File: src/rtl/afe_pkg.sv
package afe_pkg;

  typedef struct packed {
    logic par_en;
    logic par_odd;
    logic two_stop;
    logic mp_fmt;
  } afe_txfmt_t;

  typedef struct packed {
    logic par_en;
    logic par_odd;
    logic mp_fmt;
  } afe_rxfmt_t;

  typedef enum logic [1:0] {
    RX_IDLE  = 2'd0,
    RX_START = 2'd1,
    RX_FRAME = 2'd2
  } afe_rx_st_e;

endpackage

File: src/rtl/afe_tx.sv
module afe_tx
  import afe_pkg::*;
#(
  parameter int DATA_W = 8,
  parameter int OSR    = 16
) (
  input  logic              clk,
  input  logic              rst_n,
  input  logic              tick,
  input  afe_txfmt_t        fmt,
  input  logic              in_valid,
  input  logic [DATA_W-1:0] in_data,
  input  logic              in_mpb,
  output logic              in_ready,
  output logic              line
);

  localparam int CW = $clog2(OSR);
  localparam int SW = DATA_W + 3;
  localparam int BW = $clog2(DATA_W + 4);
  localparam logic [CW-1:0] TLAST = CW'(OSR - 1);

  logic          busy_q, busy_d;
  logic          line_q, line_d;
  logic [SW-1:0] sh_q, sh_d;
  logic [BW-1:0] left_q, left_d;
  logic [CW-1:0] tc_q, tc_d;
  logic          has_x, xbit, accept;

  // next-state
  always_comb begin
    has_x = fmt.mp_fmt | fmt.par_en;
    if (fmt.mp_fmt)      xbit = in_mpb;
    else if (fmt.par_en) xbit = (^in_data) ^ fmt.par_odd;
    else                 xbit = 1'b1;
    accept = in_valid & ~busy_q;

    busy_d = busy_q;
    line_d = line_q;
    sh_d   = sh_q;
    left_d = left_q;
    tc_d   = tc_q;

    if (accept) begin
      busy_d = 1'b1;
      line_d = 1'b0;
      sh_d   = {2'b11, xbit, in_data};
      left_d = BW'(DATA_W + 1) + BW'(has_x) + BW'(fmt.two_stop);
      tc_d   = '0;
    end else if (busy_q && tick) begin
      if (tc_q == TLAST) begin
        tc_d = '0;
        if (left_q == '0) begin
          busy_d = 1'b0;
          line_d = 1'b1;
        end else begin
          line_d = sh_q[0];
          sh_d   = {1'b1, sh_q[SW-1:1]};
          left_d = left_q - 1'b1;
        end
      end else begin
        tc_d = tc_q + 1'b1;
      end
    end
  end

  // registers
  always_ff @(posedge clk or negedge rst_n) begin
    if (!rst_n) begin
      busy_q <= 1'b0;
      line_q <= 1'b1;
      sh_q   <= '1;
      left_q <= '0;
      tc_q   <= '0;
    end else begin
      busy_q <= busy_d;
      line_q <= line_d;
      sh_q   <= sh_d;
      left_q <= left_d;
      tc_q   <= tc_d;
    end
  end

  assign in_ready = ~busy_q;
  assign line     = line_q;

  AST_TX_IDLE_HIGH: assert property (@(posedge clk) disable iff (!rst_n)
    in_ready |-> line) else $error("idle line low");
  AST_TX_START_LOW: assert property (@(posedge clk) disable iff (!rst_n)
    (in_valid && in_ready) |=> (!line && !in_ready)) else $error("no start bit");
  AST_TX_TICK_PACED: assert property (@(posedge clk) disable iff (!rst_n)
    (busy_q && !tick) |=> $stable(line)) else $error("line moved without tick");

endmodule

File: src/rtl/afe_rx.sv
module afe_rx
  import afe_pkg::*;
#(
  parameter int DATA_W = 8,
  parameter int OSR    = 16
) (
  input  logic              clk,
  input  logic              rst_n,
  input  logic              tick,
  input  logic              par_en,
  input  logic              par_odd,
  input  logic              mp_fmt,
  input  logic              line,
  input  logic              ack,
  output logic              valid,
  output logic [DATA_W-1:0] data,
  output logic              mpb,
  output logic              perr,
  output logic              ferr,
  output logic              ovr
);

  localparam int CW = $clog2(OSR);
  localparam int IW = $clog2(DATA_W + 2);
  localparam logic [CW-1:0] TLAST = CW'(OSR - 1);
  localparam logic [CW-1:0] THALF = CW'(OSR / 2 - 1);

  logic              s1_q, s2_q, pv_q;
  afe_rx_st_e        st_q, st_d;
  logic [CW-1:0]     cnt_q, cnt_d;
  logic [IW-1:0]     idx_q, idx_d;
  logic [DATA_W-1:0] sh_q, sh_d;
  logic              xb_q, xb_d;
  afe_rxfmt_t        lf_q, lf_d;
  logic              val_q, val_d, ovr_q, ovr_d, mpb_q, mpb_d;
  logic              perr_q, perr_d, ferr_q, ferr_d;
  logic [DATA_W-1:0] dat_q, dat_d;
  logic              done, fall, has_x, busy_hold;

  // line synchronizer and edge history
  always_ff @(posedge clk or negedge rst_n) begin
    if (!rst_n) begin
      s1_q <= 1'b1;
      s2_q <= 1'b1;
      pv_q <= 1'b1;
    end else begin
      s1_q <= line;
      s2_q <= s1_q;
      pv_q <= s2_q;
    end
  end

  // frame sequencer next-state
  always_comb begin
    fall  = pv_q & ~s2_q;
    has_x = lf_q.par_en | lf_q.mp_fmt;
    done  = 1'b0;
    st_d  = st_q;
    cnt_d = cnt_q;
    idx_d = idx_q;
    sh_d  = sh_q;
    xb_d  = xb_q;
    lf_d  = lf_q;
    case (st_q)
      RX_IDLE: begin
        if (fall) begin
          st_d  = RX_START;
          cnt_d = '0;
          lf_d  = '{par_en: par_en, par_odd: par_odd, mp_fmt: mp_fmt};
        end
      end
      RX_START: begin
        if (tick) begin
          if (cnt_q == THALF) begin
            cnt_d = '0;
            idx_d = '0;
            st_d  = s2_q ? RX_IDLE : RX_FRAME;
          end else begin
            cnt_d = cnt_q + 1'b1;
          end
        end
      end
      RX_FRAME: begin
        if (tick) begin
          if (cnt_q == TLAST) begin
            cnt_d = '0;
            idx_d = idx_q + 1'b1;
            if (idx_q < IW'(DATA_W)) begin
              sh_d = {s2_q, sh_q[DATA_W-1:1]};
            end else if (idx_q == IW'(DATA_W) && has_x) begin
              xb_d = s2_q;
            end else begin
              done = 1'b1;
              st_d = RX_IDLE;
            end
          end else begin
            cnt_d = cnt_q + 1'b1;
          end
        end
      end
      default: st_d = RX_IDLE;
    endcase
  end

  // result hold next-state
  always_comb begin
    busy_hold = val_q & ~ack;
    val_d  = val_q;
    ovr_d  = ovr_q;
    dat_d  = dat_q;
    mpb_d  = mpb_q;
    perr_d = perr_q;
    ferr_d = ferr_q;
    if (done) begin
      if (busy_hold) begin
        ovr_d = 1'b1;
      end else begin
        val_d  = 1'b1;
        ovr_d  = 1'b0;
        dat_d  = sh_q;
        mpb_d  = lf_q.mp_fmt & xb_q;
        perr_d = lf_q.par_en & ~lf_q.mp_fmt & (((^sh_q) ^ xb_q) != lf_q.par_odd);
        ferr_d = ~s2_q;
      end
    end else if (ack) begin
      val_d = 1'b0;
      ovr_d = 1'b0;
    end
  end

  // registers
  always_ff @(posedge clk or negedge rst_n) begin
    if (!rst_n) begin
      st_q   <= RX_IDLE;
      cnt_q  <= '0;
      idx_q  <= '0;
      sh_q   <= '0;
      xb_q   <= 1'b0;
      lf_q   <= '0;
      val_q  <= 1'b0;
      ovr_q  <= 1'b0;
      dat_q  <= '0;
      mpb_q  <= 1'b0;
      perr_q <= 1'b0;
      ferr_q <= 1'b0;
    end else begin
      st_q   <= st_d;
      cnt_q  <= cnt_d;
      idx_q  <= idx_d;
      sh_q   <= sh_d;
      xb_q   <= xb_d;
      lf_q   <= lf_d;
      val_q  <= val_d;
      ovr_q  <= ovr_d;
      dat_q  <= dat_d;
      mpb_q  <= mpb_d;
      perr_q <= perr_d;
      ferr_q <= ferr_d;
    end
  end

  assign valid = val_q;
  assign data  = dat_q;
  assign mpb   = mpb_q;
  assign perr  = perr_q;
  assign ferr  = ferr_q;
  assign ovr   = ovr_q;

  AST_OVR_KEEPS_DATA: assert property (@(posedge clk) disable iff (!rst_n)
    (valid && !ack) |=> $stable(data)) else $error("held byte replaced");
  AST_OVR_NEEDS_VALID: assert property (@(posedge clk) disable iff (!rst_n)
    ovr |-> valid) else $error("overrun without byte");
  AST_NO_PERR_WHEN_OFF: assert property (@(posedge clk) disable iff (!rst_n)
    (done && (!lf_q.par_en || lf_q.mp_fmt) && !(valid && !ack)) |=> !perr)
    else $error("parity error while unchecked");
  AST_MPB_ONLY_MP: assert property (@(posedge clk) disable iff (!rst_n)
    (done && !lf_q.mp_fmt && !(valid && !ack)) |=> !mpb)
    else $error("mp bit outside mp format");

endmodule

File: src/rtl/async_frame_engine.sv
module async_frame_engine
  import afe_pkg::*;
#(
  parameter int DATA_W = 8,
  parameter int OSR    = 16
) (
  input  logic              clk,
  input  logic              rst_n,
  input  logic              tick,
  input  logic              cfg_par_en,
  input  logic              cfg_par_odd,
  input  logic              cfg_two_stop,
  input  logic              cfg_mp_fmt,
  input  logic              tx_valid,
  input  logic [DATA_W-1:0] tx_data,
  input  logic              tx_mpb,
  output logic              tx_ready,
  output logic              txd,
  input  logic              rxd,
  input  logic              rx_ack,
  output logic              rx_valid,
  output logic [DATA_W-1:0] rx_data,
  output logic              rx_mpb,
  output logic              rx_perr,
  output logic              rx_ferr,
  output logic              rx_ovr
);

  logic [1:0] rst_sync_q;
  logic       rst_int_n;
  afe_txfmt_t tx_fmt;

  always_ff @(posedge clk or negedge rst_n) begin
    if (!rst_n) rst_sync_q <= 2'b00;
    else        rst_sync_q <= {rst_sync_q[0], 1'b1};
  end
  assign rst_int_n = rst_sync_q[1];

  assign tx_fmt = '{par_en: cfg_par_en, par_odd: cfg_par_odd,
                    two_stop: cfg_two_stop, mp_fmt: cfg_mp_fmt};

  afe_tx #(.DATA_W(DATA_W), .OSR(OSR)) u_tx (
    .clk      (clk),
    .rst_n    (rst_int_n),
    .tick     (tick),
    .fmt      (tx_fmt),
    .in_valid (tx_valid),
    .in_data  (tx_data),
    .in_mpb   (tx_mpb),
    .in_ready (tx_ready),
    .line     (txd)
  );

  afe_rx #(.DATA_W(DATA_W), .OSR(OSR)) u_rx (
    .clk     (clk),
    .rst_n   (rst_int_n),
    .tick    (tick),
    .par_en  (cfg_par_en),
    .par_odd (cfg_par_odd),
    .mp_fmt  (cfg_mp_fmt),
    .line    (rxd),
    .ack     (rx_ack),
    .valid   (rx_valid),
    .data    (rx_data),
    .mpb     (rx_mpb),
    .perr    (rx_perr),
    .ferr    (rx_ferr),
    .ovr     (rx_ovr)
  );

endmodule

File: config.mk
export PLATFORM = sky130hd
export DESIGN_NAME = async_frame_engine
export DESIGN_NICKNAME = d
export VERILOG_FILES = /design/src/rtl/afe_pkg.sv /design/src/rtl/afe_tx.sv /design/src/rtl/afe_rx.sv /design/src/rtl/async_frame_engine.sv
export SDC_FILE = /design/constraint.sdc
export NUM_CORES = 1
export LEC_CHECK = 0
export CAP_MARGIN = 10
export CORE_MARGIN = 2
export CORE_UTILIZATION = 35
export CTS_BUF_LIST = sky130_fd_sc_hd__clkbuf_8 sky130_fd_sc_hd__clkbuf_16
export DETAILED_ROUTE_END_ITERATION = 8
export DONT_BUFFER_PORTS = 1
export RECOVER_POWER = 100
export SLEW_MARGIN = 20
export SYNTH_ARGS = -nofsm -noshare
export SYNTH_HDL_FRONTEND = slang
export SYNTH_SLANG_ARGS = --single-unit
File: constraint.sdc
create_clock -name clk -period 2.1 [get_ports clk]
set_clock_uncertainty 0.15 [all_clocks]
set_input_delay 0.315 -clock clk [delete_from_list [all_inputs] [get_ports clk]]
set_output_delay 0.315 -clock clk [all_outputs]
set_load 0.01 [all_outputs]
Word-level counts from Yosys, hierarchy flattened

Index checks and enable logic that the tools add are counted.

Bitwise operators: 16
Equal/unequal tests: 16
Reduce and logical (&&, ||, !) cells: 23
Add/subtract/negate cells: 6
Muxes and demuxes: 51
Magnitude comparators: 1

Operators with widths:

| cell                                                 | number |
|---|---|
| 2-to-1 mux 4 bit                                     | 16 |
| 2-to-1 mux 11 bit                                    | 4 |
| 2-to-1 mux 1 bit                                     | 20 |
| 2-to-1 mux 2 bit                                     | 8 |
| parity 8 bit                                         | 2 |
| adder 4 x 1 -> 4 bit (second input constant)         | 3 |
| equality test 4 bit (second input constant)          | 3 |
| one-hot mux 4 bit (3 select lines)                   | 1 |
| != test 2 bit (second input constant)                | 5 |
| AND reduction 5 bit                                  | 2 |
| nonzero test 2 bit                                   | 5 |
| != test 2 x 1 -> 1 bit (second input constant)       | 4 |
| one-hot mux 4 bit (2 select lines)                   | 1 |
| AND reduction 2 bit                                  | 4 |
| AND reduction 4 bit                                  | 2 |
| AND reduction 7 bit                                  | 1 |
| AND 1 bit                                            | 6 |
| NOT 1 bit                                            | 6 |
| one-hot mux 2 bit (3 select lines)                   | 1 |
| AND reduction 3 bit                                  | 2 |
| adder 4 x 1 -> 4 bit                                 | 1 |
| adder 4 x 1 -> 4 bit (first input constant)          | 1 |
| equality test 4 x 3 -> 1 bit (second input constant) | 1 |
| zero test 4 bit                                      | 1 |
| 10 further kinds                                     | 13 |

Output and inout bits: 15
Bits in registers: 61
Word-level logic and storage cells: 136
Input bits: 19

Depth between registers and ports, before layout

Gate-level depths: netlist of the first run.

Depth in word-level cells: 9
Gate-level depth with buffers: 7
Gate-level depth less buffers: 6

Cells and area by module

From an unflattened synthesis of the first run, not the netlist that was laid out.

Cell total of the unflattened synthesis: 273
Area, all modules: 3,036.7 um^2

By module, submodules not included:

| module             | instances | area each (um^2) | seq. area each (um^2) | cells each |
|---|---|---|---|---|
| afe_rx             | 1         | 1,891.8          | 954.7                 | 156 |
| afe_tx             | 1         | 1,091.0          | 488.0                 | 114 |
| async_frame_engine | 1         | 53.8             | 50.0                  | 3 |

Worst setup path after synthesis of the first run

No wires, ideal clock.

Kind: register -> register
From: register u_rx.st_q[0]
To: register u_rx.sh_q[0]
Setup slack: 99 ps
Data arrival time: 1,726 ps
Library setup time: 125 ps
Stages on the path, launching flop included: 7
Buffers on the path: 1
Cell sequence: dfrtp_1 inv_1 ha_1 buf_4 inv_1 nor4_4 mux2_2

Cells in the longest elaborated chain, start to end: 2

RTL lines:

| element                              | RTL line      | RTL |
|---|---|---|
| start: declaration                   | afe_rx.sv:29  | `afe_rx_st_e st_q, st_d;` |
| start signal: assignment             | afe_rx.sv:147 | `st_q <= st_d;` |
| equality test 2 bit                  | afe_rx.sv:64  | `case (st_q)` |
| AND reduction 4 bit (no source line) | n/a           |  |
| end signal: assignment               | afe_rx.sv:137 | `sh_q <= '0;` |
| end signal: assignment               | afe_rx.sv:150 | `sh_q <= sh_d;` |
| end: declaration                     | afe_rx.sv:32  | `logic [DATA_W-1:0] sh_q, sh_d;` |

Every way passes these cells.
A chain may end at the register's enable or synchronous reset.

Final worst setup path of the first run

From: register u_rx.st_q[0]
To: register u_rx.cnt_q[0]

Cells in the longest elaborated chain, start to end: 3
Elaborated cells on any way between the ends: 9

RTL lines:

| element                                                | RTL line      | RTL |
|---|---|---|
| equality test 2 bit (tied with other cells)            | afe_rx.sv:64  |  |
| != test 2 bit (no source line) (tied with other cells) | n/a           |  |
| AND reduction 4 bit (no source line)                   | n/a           |  |
| end signal: assignment                                 | afe_rx.sv:148 | `cnt_q <= cnt_d;` |
| end: declaration                                       | afe_rx.sv:30  | `logic [CW-1:0] cnt_q, cnt_d;` |

Parallel ways exist; a longest one is shown, timed or not.

==> impl_metrics.json, run 1 <==
{
  "areaGrowthSynthToFinish_pct": 16.9,
  "final.period_utilization_pct": 93.7,
  "placedInstanceArea_um2": 3210,
  "synth_sequential_area_ratio_pct": 49.1,
  "critical_path.slowest_cell": "or4_1",
  "initial_standard_cell_utilization_of_the_core_pct": 36.6,
  "cp_max_fo": 5,
  "critical_path_cell_count": 6,
  "crit_path_end": "u_rx.cnt_q[0]",
  "crit_path_start": "u_rx.st_q[0]",
  "cp_cell_sequence": "inv_1 > ha_2 > or2_0 > a221o_1 > or4_1 > nand2_1",
  "synth.lib_cells_used.distinct": 53,
  "critPathRequiredTime_ns": 2.24,
  "count_of_flip_flops_with_a_built_in_enable_after_synthesis": 0,
  "clock_insertion_delay_at_the_later_pin_of_the_skew_report_ns": 0.34,
  "endpoint_kind": "flip-flop",
  "post_synth_instance_area_um2": 3040,
  "drt-pass1-iter-count": 4,
  "tritoncts.num_buffers": 9,
  "drt.antenna.violating_nets": 0,
  "avgSynthCellArea_um2": 11.3,
  "ctsHtreeMaxLevel": 3,
  "critPathTopFamily": "simple AND/OR/NAND/NOR gates",
  "grt_resource_usage_total_pct": 13.2,
  "wl_per_cell_um": 14.1,
  "max_stage_delay_ns": 0.42,
  "post_route_cells_drive_above_1_share_pct": 22.9,
  "tritoncts_clock_tree": "built",
  "grt_antenna_before_repair": 0,
  "core_area_um2": 8300,
  "mappedNetlistNets": 299,
  "timing.final.setup_violations": 0,
  "worst_r2r_endpoint": "u_rx.cnt_q[0]",
  "synth_area_leader_cell": "dfrtp_1",
  "total_overflow_reported_by_the_global_router": 0,
  "cts_root_buffer": "clkbuf_8",
  "ports": 34,
  "leakage_power_figure_nw": 1.63,
  "achievable-frequency_ghz": 0.508,
  "yosysTopAreaCellShare_pct": 37.9,
  "finalWirelength_um": 5710,
  "synthFlopType": "dfrtp_1",
  "power.density_nw_per_um2": 1110,
  "grt_pass1_wl_um": 10100,
  "final_common_cell": "dfrtp_1",
  "total_of_warnings_raised_by_yosys": 0,
  "tns_ns": 0,
  "worst_setup_hold_path_clk_slew_ns": 0.08,
  "period_minus_slack_ns": 1.97,
  "timing_worst_setup_path_type": "flip-flop to flip-flop",
  "post_synth_inst_count": 269,
  "max-slew-margin-rel_pct": 5.82,
  "n_antenna_cell": 0,
  "main_area_contributors_after_synthesis": "dfrtp_1, dfstp_2, mux2_2",
  "route.detailed.drc": 0,
  "vias_in_the_first_global_route": 2154,
  "dieHeight_um": 97.2,
  "vdd.ir_drop.worst_uv": 661,
  "final_nets": 326,
  "num_vias": 2056,
  "ys_ff_latch": 59,
  "grt_setup_unrepaired": "no",
  "synth_async_sr_flop_share_pct": 100,
  "timing_hold_violations_final": 0,
  "largest_net_degree_at_the_start_of_global_routing": 58,
  "max_cap_viol_count": 0,
  "timing.final.max_slew_violations": 0,
  "worst_tran_pin_value_ns": 1.41,
  "rows": 33,
  "clock-sinks": 59,
  "result_of_the_run": "finished, final reports clean",
  "reg2reg_launch_point": "u_rx.st_q[0]",
  "port_buffers": 0,
  "design_area_um2": 3550,
  "hpwl_um": 3960,
  "commonest_non_fill_non_tap_cells_in_the_layout": "dfrtp_1, nand2_1, mux2_2",
  "setup.reg_to_reg.worst_slack_ns": 0.13,
  "worst_hold_path_type": "primary input to flip-flop",
  "cp-start-kind": "flip-flop",
  "fp.dieArea_um2": 9440,
  "cts-root-to-sink-buffers": 2,
  "critical_path_buf_inv_count": 1,
  "drt_first_iter_violations": 63,
  "vias_per_inst": 5.06,
  "cp.arrival_ns": 2.11,
  "place.gp.congestion": 0.796,
  "die_x_um": 97.2,
  "ff2ff_path_depth": 6
}
-- cell families after synthesis --
logic type | Yosys count | synth area share (%)
xor gates and xnor gates | 18 | 6.10
buffers and inverters | 21 | 3.21
other | 1 | 0.123
adders and majority gates | 11 | 4.53
DFF | 59 | 49.1
AOI/OAI and AO/OA | 55 | 12.8
and+or+nand+nor | 72 | 12.8
muxes | 32 | 11.3
-- synth_stat cells, types with 2 or more instances --
library cell	count
a21oi_1	17
dfstp_2	13
nor3_1	5
buf_4	2
buf_2	3
o31ai_1	3
xor2_1	4
mux2_2	19
dfrtp_1	46
nand2_1	23
nor2_1	16
o221ai_1	3
nand3b_1	3
xnor3_1	2
a221o_1	2
mux2i_1	13
inv_1	14
ha_1	11
nand3_1	4
nand2b_1	7
xnor2_1	12
nor2b_1	2
o21ai_0	15
-- metal layers --
metal  track usage, %  wire [um]  share of wire (%)
met4             5.31        100                1.8
met1             17.5       2670                 47
met3             4.82        353                6.2
met2             19.4       2590                 45
met5                0          0                  0
-- state kept, by name (all words and copies together) (netlist names), 2 cells and up --
signal and count:
rst_sync_q 2, u_tx.sh_q 9, u_tx.left_q 4, u_rx.cnt_q 4, u_rx.lf_q 3, u_rx.idx_q 4
u_rx.st_q 2, u_rx.sh_q 8, u_tx.tc_q 4, u_rx.data 8
-- power breakdown --
group	leakage, nW	switching (mW)	internal, mW
registers	0.745	0.194	1.44
logic	0.764	0.538	0.458
clock network	0.123	0.483	0.823
total	1.63	1.22	2.72
-- worst min-delay path by stage --
stage / depth (start not counted) / to / slack (ns) / startpoint
2_1_floorplan: 0 / rst_sync_q[0] / -0.13 / rst_n
3_3_place_gp: 0 / rst_sync_q[1] / -0.13 / rst_n
3_5_place_dp: 0 / rst_sync_q[0] / -0.13 / rst_n
4_1_cts: 2 / u_tx.sh_q[6] / 0.002 / tx_data[6]
5_1_grt: 2 / u_rx.lf_q[0] / 0.03 / cfg_mp_fmt
6_report: 2 / u_tx.sh_q[3] / 0.01 / tx_data[3]
-- what timing repair did --
item	4_1_cts	5_1_grt
buffers inserted	0	4
hold buffers	9	0
gates resized for setup	0	1
endpoints found under the setup margin	0	9
hold endpoints to repair	11	0
-- worst register-to-register path, stage by stage (launching register included) --
cell,delay (ns)
dfrtp_1,0.38
inv_1,0.08
ha_2,0.21
or2_0,0.22
a221o_1,0.38
or4_1,0.42
nand2_1,0.07
-- per-stage QoR --
step	std cells	hold slack [ns]	setup WS, ns	power (mW)	utilization [%]
floorplan	269	-0.131	0.0991	2.41	-
global placement	376	-0.131	0.154	2.63	38.6
detailed placement	376	-0.131	0.108	2.66	38.6
CTS	401	0.00181	0.0868	4.00	42.7
global route	406	0.0302	0.0111	4.21	42.8
finish	406	0.0138	0.133	3.94	42.8
-- layout make-up --
cell class                 instances  area [um2]
clock buffer                      10         138
clock inverter                     6         111
fill                             782        4750
inverter                          14        52.6
multi-input combinational        190        1450
sequential                        59        1490
tap                              105         131
timing repair buffer              22         170
Power figures use the tool's default switching activity.
==> run 2, diff against run 1 <==
- CORE_UTILIZATION: 35 -> 46
- HOLD_SLACK_MARGIN: not set -> 0.05
==> run 2 against run 1 <==
Compared with the run above:
- global-route usage is 3.8 points higher
- critical path type unchanged
- core utilization is 12 points higher
- combinational power is 1% lower
- cell count is 6.2% lower
- count of clock-buffer cells in the layout is 1 higher
==> impl_metrics.json, run 2 (synthesis gave the netlist of run 1 again) <==
{
  "reg2reg_launch_point": "u_rx.st_q[0]",
  "post_route_cells_drive_above_1_share_pct": 20.4,
  "met2_usage_pct": 25.0,
  "holdCritStartpoint": "tick",
  "drt-pass1-iter-count": 4,
  "cts-root-to-sink-buffers": 2,
  "max_cap_viol_count": 0,
  "tns_ns": 0,
  "vias_per_inst": 5.42,
  "max_stage_delay_ns": 0.38,
  "crit_path_start": "u_rx.st_q[0]",
  "hpwl_um": 3890,
  "final.period_utilization_pct": 94.2,
  "finalWirelength_um": 5430,
  "grt_pass1_wl_um": 9570,
  "worstHoldPathCells": 2,
  "total_overflow_reported_by_the_global_router": 0,
  "rows": 29,
  "cts_root_buffer": "clkbuf_8",
  "grt_most_used_layer": "met2",
  "largest_register_ff_count": 9,
  "port_buffers": 0,
  "timing_worst_setup_path_type": "flip-flop to flip-flop",
  "vias_in_the_first_global_route": 2133,
  "ctsHtreeMaxLevel": 3,
  "cp-start-kind": "flip-flop",
  "result_of_the_run": "finished, final reports clean",
  "largest_register_by_flop_count": "u_tx.sh_q",
  "period_minus_slack_ns": 1.98,
  "drt_first_iter_violations": 68,
  "leakage_power_figure_nw": 1.64,
  "ff2ff_path_depth": 7,
  "route.detailed.drc": 0,
  "worst_tran_pin_value_ns": 0.891,
  "areaGrowthSynthToFinish_pct": 15.7,
  "power.density_nw_per_um2": 1050,
  "initial_standard_cell_utilization_of_the_core_pct": 47.6,
  "timing_hold_violations_final": 0,
  "num_vias": 2065,
  "clock_insertion_delay_at_the_later_pin_of_the_skew_report_ns": 0.34,
  "critical_path.slowest_cell": "dfrtp_1",
  "fp.dieArea_um2": 7270,
  "grt_use_met3_pct": 6.42,
  "fillerInstances": 540,
  "commonest_non_fill_non_tap_cells_in_the_layout": "dfrtp_1, nand2_1, mux2_2",
  "largest_net_degree_at_the_start_of_global_routing": 40,
  "clock-sinks": 59,
  "crit_path_end": "u_rx.cnt_q[3]",
  "critPathRequiredTime_ns": 2.23,
  "timing.final.setup_violations": 0,
  "cp.arrival_ns": 2.11,
  "achievable-frequency_ghz": 0.506,
  "grt_antenna_before_repair": 0,
  "core_area_um2": 6390,
  "endpoint_kind": "flip-flop",
  "wl_per_cell_um": 14.3,
  "tritoncts.num_buffers": 9,
  "timing.final.max_slew_violations": 0,
  "vdd.ir_drop.worst_uv": 630,
  "place.gp.congestion": 0.753,
  "cp_cell_sequence": "inv_1 > ha_1 > or2_0 > a221o_1 > clkbuf_2 > o21ai_0 > a22o_2",
  "ports": 34,
  "max-slew-margin-rel_pct": 40.6,
  "dieHeight_um": 85.3,
  "worst_hold_path_type": "primary input to flip-flop",
  "power_mw": 3.68,
  "worst_setup_hold_path_clk_slew_ns": 0.07,
  "worst_r2r_endpoint": "u_rx.cnt_q[3]",
  "drt.antenna.violating_nets": 0,
  "tritoncts_clock_tree": "built",
  "final_nets": 329,
  "n_antenna_cell": 0,
  "grt_setup_unrepaired": "no",
  "cts_repair_resize_count": 0,
  "final_common_cell": "dfrtp_1",
  "grt_resource_usage_total_pct": 16.9,
  "globalRouteMet1Util_pct": 22.3,
  "cp_max_fo": 6,
  "setup.reg_to_reg.worst_slack_ns": 0.12,
  "die_x_um": 85.3
}
[run 2: layer usage]
layer | vias up | part of all wire, %
li1 | 1009 | -
met1 | 1006 | 48
met2 | 45 | 45
met3 | 5 | 5.4
met4 | 0 | 1.5
met5 | - | 0
[run 2: layout make-up]
type                    count  area [um2]  share of cell area [%]
clock buffers              11         151                    4.31
clock inverters             5        52.6                    1.50
inverters                  14        52.6                    1.50
multi-input cells         189        1440                    41.0
flip-flops and latches     59        1490                    42.5
well taps                  77        96.3                    2.74
repair buffers             26         229                    6.51
[run 2: worst min path at each step]
stage                     to
6_report        u_tx.tc_q[1]
5_1_grt           u_rx.valid
4_1_cts         u_tx.tc_q[1]
3_5_place_dp   rst_sync_q[0]
3_3_place_gp   rst_sync_q[0]
2_1_floorplan  rst_sync_q[0]
[run 2: worst max-delay path: cells and delay by family (launching register included)]
kind	cells	cell delay, ns
buf+inv	2	0.24
simple gates	1	0.22
compound gates	3	0.71
flops	1	0.38
fa+ha+maj	1	0.22
[run 2: through the flow]
step	std cells	util (%)	hold slack [ns]	setup WS, ns	cell area (um2)
global placement	348	49.6	-0.131	0.198	3170
floorplan	269	-	-0.131	0.0991	3040
CTS	381	55.5	0.0580	0.124	3540
detailed placement	348	49.6	-0.131	0.129	3170
global route	381	55.0	0.0909	0.0261	3510
finish	381	55.0	0.0631	0.123	3510
[run 2: where the power goes]
part           internal, mW  switching, mW
logic                 0.466          0.519
clock network         0.606          0.447
registers              1.44          0.199
[run 2: what timing repair did]
action / CTS / global route
hold buffers: 17 / 0
buffers inserted: 0 / 0
endpoints found under the hold margin: 21 / 0
==> run 3, diff against run 2 <==
- clock period: 2.1 -> 1.7 ns (I/O delays scaled with it)
==> run 3 against run 2 <==
Compared with the run above:
- the flow now finishes with violations (setup timing)
- via count up 11%
- core utilization increased by 12 points
- combinational power is 120% higher
- critical path depth down 1
- count of clock-buffer cells in the layout decreased by 1
- worst hold slack improved by 0.0045 ns
- worst setup slack worse by 0.28 ns
- sequential power is 23% higher
- total power increased by 50%
- critical path type unchanged
==> impl_metrics.json, run 3 (synthesis gave the netlist of run 1 again) <==
{
  "timing.final.setup_violations": 26,
  "vias_per_inst": 5.28,
  "worst_setup_hold_path_clk_slew_ns": 0.07,
  "clock_insertion_delay_at_the_later_pin_of_the_skew_report_ns": 0.33,
  "place.detailed.instances": 388,
  "rows": 29,
  "period_minus_slack_ns": 1.86,
  "setup.reg_to_reg.worst_slack_ns": -0.16,
  "drt-pass1-iter-count": 4,
  "largest_register_ff_count": 9,
  "max-slew-margin-rel_pct": 50.2,
  "result_of_the_run": "complete, but fails checks",
  "ctsHtreeMaxLevel": 3,
  "cts-root-to-sink-buffers": 2,
  "max_cap_viol_count": 0,
  "grt_pass1_wl_um": 10900,
  "grt_most_used_layer": "met2",
  "grt_use_met3_pct": 5.45,
  "areaGrowthSynthToFinish_pct": 41.1,
  "fin_ws_ns": -0.159,
  "route.detailed.drc": 0,
  "total_overflow_reported_by_the_global_router": 0,
  "core_area_um2": 6390,
  "post_route_cells_drive_above_1_share_pct": 45.2,
  "postLayoutCoreUtil_pct": 67.1,
  "met2_usage_pct": 30.3,
  "final_common_cell": "dfrtp_1",
  "drt_first_iter_violations": 75,
  "crit_path_start": "u_rx.st_q[0]",
  "commonest_non_fill_non_tap_cells_in_the_layout": "dfrtp_1, buf_4, nand2_1",
  "largest_register_by_flop_count": "u_tx.sh_q",
  "fp.dieArea_um2": 7270,
  "initial_standard_cell_utilization_of_the_core_pct": 47.6,
  "final_cell_count_no_fill": 433,
  "power_mw": 5.53,
  "timing.final.max_slew_violations": 0,
  "endpoint_kind": "flip-flop",
  "num_vias": 2286,
  "cts_root_buffer": "clkbuf_8",
  "grt_resource_usage_total_pct": 19.2,
  "clock-sinks": 59,
  "place.gp.congestion": 0.738,
  "drt.antenna.violating_nets": 0,
  "tritoncts.num_buffers": 9,
  "timing_worst_setup_path_type": "flip-flop to flip-flop",
  "achievable-frequency_ghz": 0.538,
  "leakage_power_figure_nw": 1.97,
  "largest_net_degree_at_the_start_of_global_routing": 23,
  "cp.arrival_ns": 1.99,
  "timing_hold_violations_final": 0,
  "finalWirelength_um": 6710,
  "n_antenna_cell": 0,
  "hpwl_um": 4350,
  "worst_tran_pin_value_ns": 0.748,
  "vdd.ir_drop.worst_uv": 984,
  "grt_antenna_before_repair": 0,
  "die_x_um": 85.3,
  "cp-start-kind": "flip-flop",
  "tritoncts_clock_tree": "built",
  "critPathRequiredTime_ns": 1.83,
  "globalRouteMet1Util_pct": 25.8,
  "power.density_nw_per_um2": 1290,
  "dieHeight_um": 85.3,
  "final_nets": 381,
  "vias_in_the_first_global_route": 2304,
  "worst_hold_path_type": "primary input to flip-flop",
  "port_buffers": 0,
  "holdCritStartpoint": "rx_ack",
  "ports": 34,
  "wl_per_cell_um": 15.5,
  "reg2reg_launch_point": "u_rx.st_q[0]",
  "violations_in_the_final_reports": "setup timing",
  "grt_setup_unrepaired": "yes",
  "final.period_utilization_pct": 109,
  "cp_max_fo": 5
}
run 3: changes by cell type in the layout (fill, tap and decap cells not counted), moves of 7 or more:
cell,delta
inv_1,-8
buf_4,+37
nor2_2,+8
nor2_1,-8
a21oi_2,+8
a21oi_1,-8
o21ai_0,-9
inv_2,+7
mux2_2,-10
mux2_4,+10
run 3: where the power goes:
| part | leakage [nW] | internal [mW] | total, mW | switching, mW |
|---|---|---|---|---|
| clock network | 0.0987 | 0.716 | 1.30 | 0.588 |
| logic | 1.13 | 1.18 | 2.21 | 1.02 |
| registers | 0.746 | 1.78 | 2.02 | 0.239 |
| total | 1.97 | 3.68 | 5.53 | 1.85 |
run 3: repair_timing:
| item | in CTS | in global routing |
|---|---|---|
| gates resized for setup | 19 | 51 |
| endpoints found under the hold margin | 23 | 0 |
| hold buffers | 19 | 0 |
| pin swaps | 2 | 16 |
| setup buffers | 2 | 6 |
| gates cloned | 1 | 2 |
| endpoints found under the setup margin | 30 | 34 |
run 3: layout make-up:
class | count | area (um2)
clock inverters | 6 | 63.8
flip-flops and latches | 59 | 1490
repair buffers | 77 | 687
clock buffers | 10 | 138
well taps | 77 | 96.3
multi-input cells | 190 | 1760
fillers | 494 | 2100
inverters | 14 | 52.6
run 3: critical path, stage by stage (launching register included):
cell and delay [ns]:
dfrtp_1 0.39, inv_2 0.07, ha_4 0.18, or2_0 0.21
a221o_1 0.33, or4_1 0.40, nand2_1 0.07
run 3: final timing paths:
path | end | cells after the start
setup / recovery | u_rx.cnt_q[0] | 6
hold / removal | u_rx.mpb | 3
setup reg to reg | u_rx.cnt_q[0] | 6
hold reg to reg | u_tx.tc_q[0] | 0
max in group asynchronous | u_rx.sh_q[0] | 1
min in group asynchronous | u_tx.tc_q[0] | 0
run 3: metrics by stage:
step	setup WS, ns	cell area [um2]	hold WS (ns)	setup TNS (ns)
final	-0.159	4290	0.0676	-1.75
after global routing	-0.241	4290	0.0867	-4.52
after CTS	-0.149	4050	0.0553	-1.45
after floorplan	-0.175	3100	-0.191	-1.76
after detailed placement	-0.175	3560	-0.191	-2.61
after global placement	-0.127	3560	-0.191	-1.85
run 3: routing by layer:
| layer | up-vias | part of all wire [%] |
|---|---|---|
| li1 | 1118 | - |
| met1 | 1116 | 46 |
| met2 | 48 | 49 |
| met3 | 4 | 4.0 |
| met4 | 0 | 0.40 |
| met5 | - | 0 |
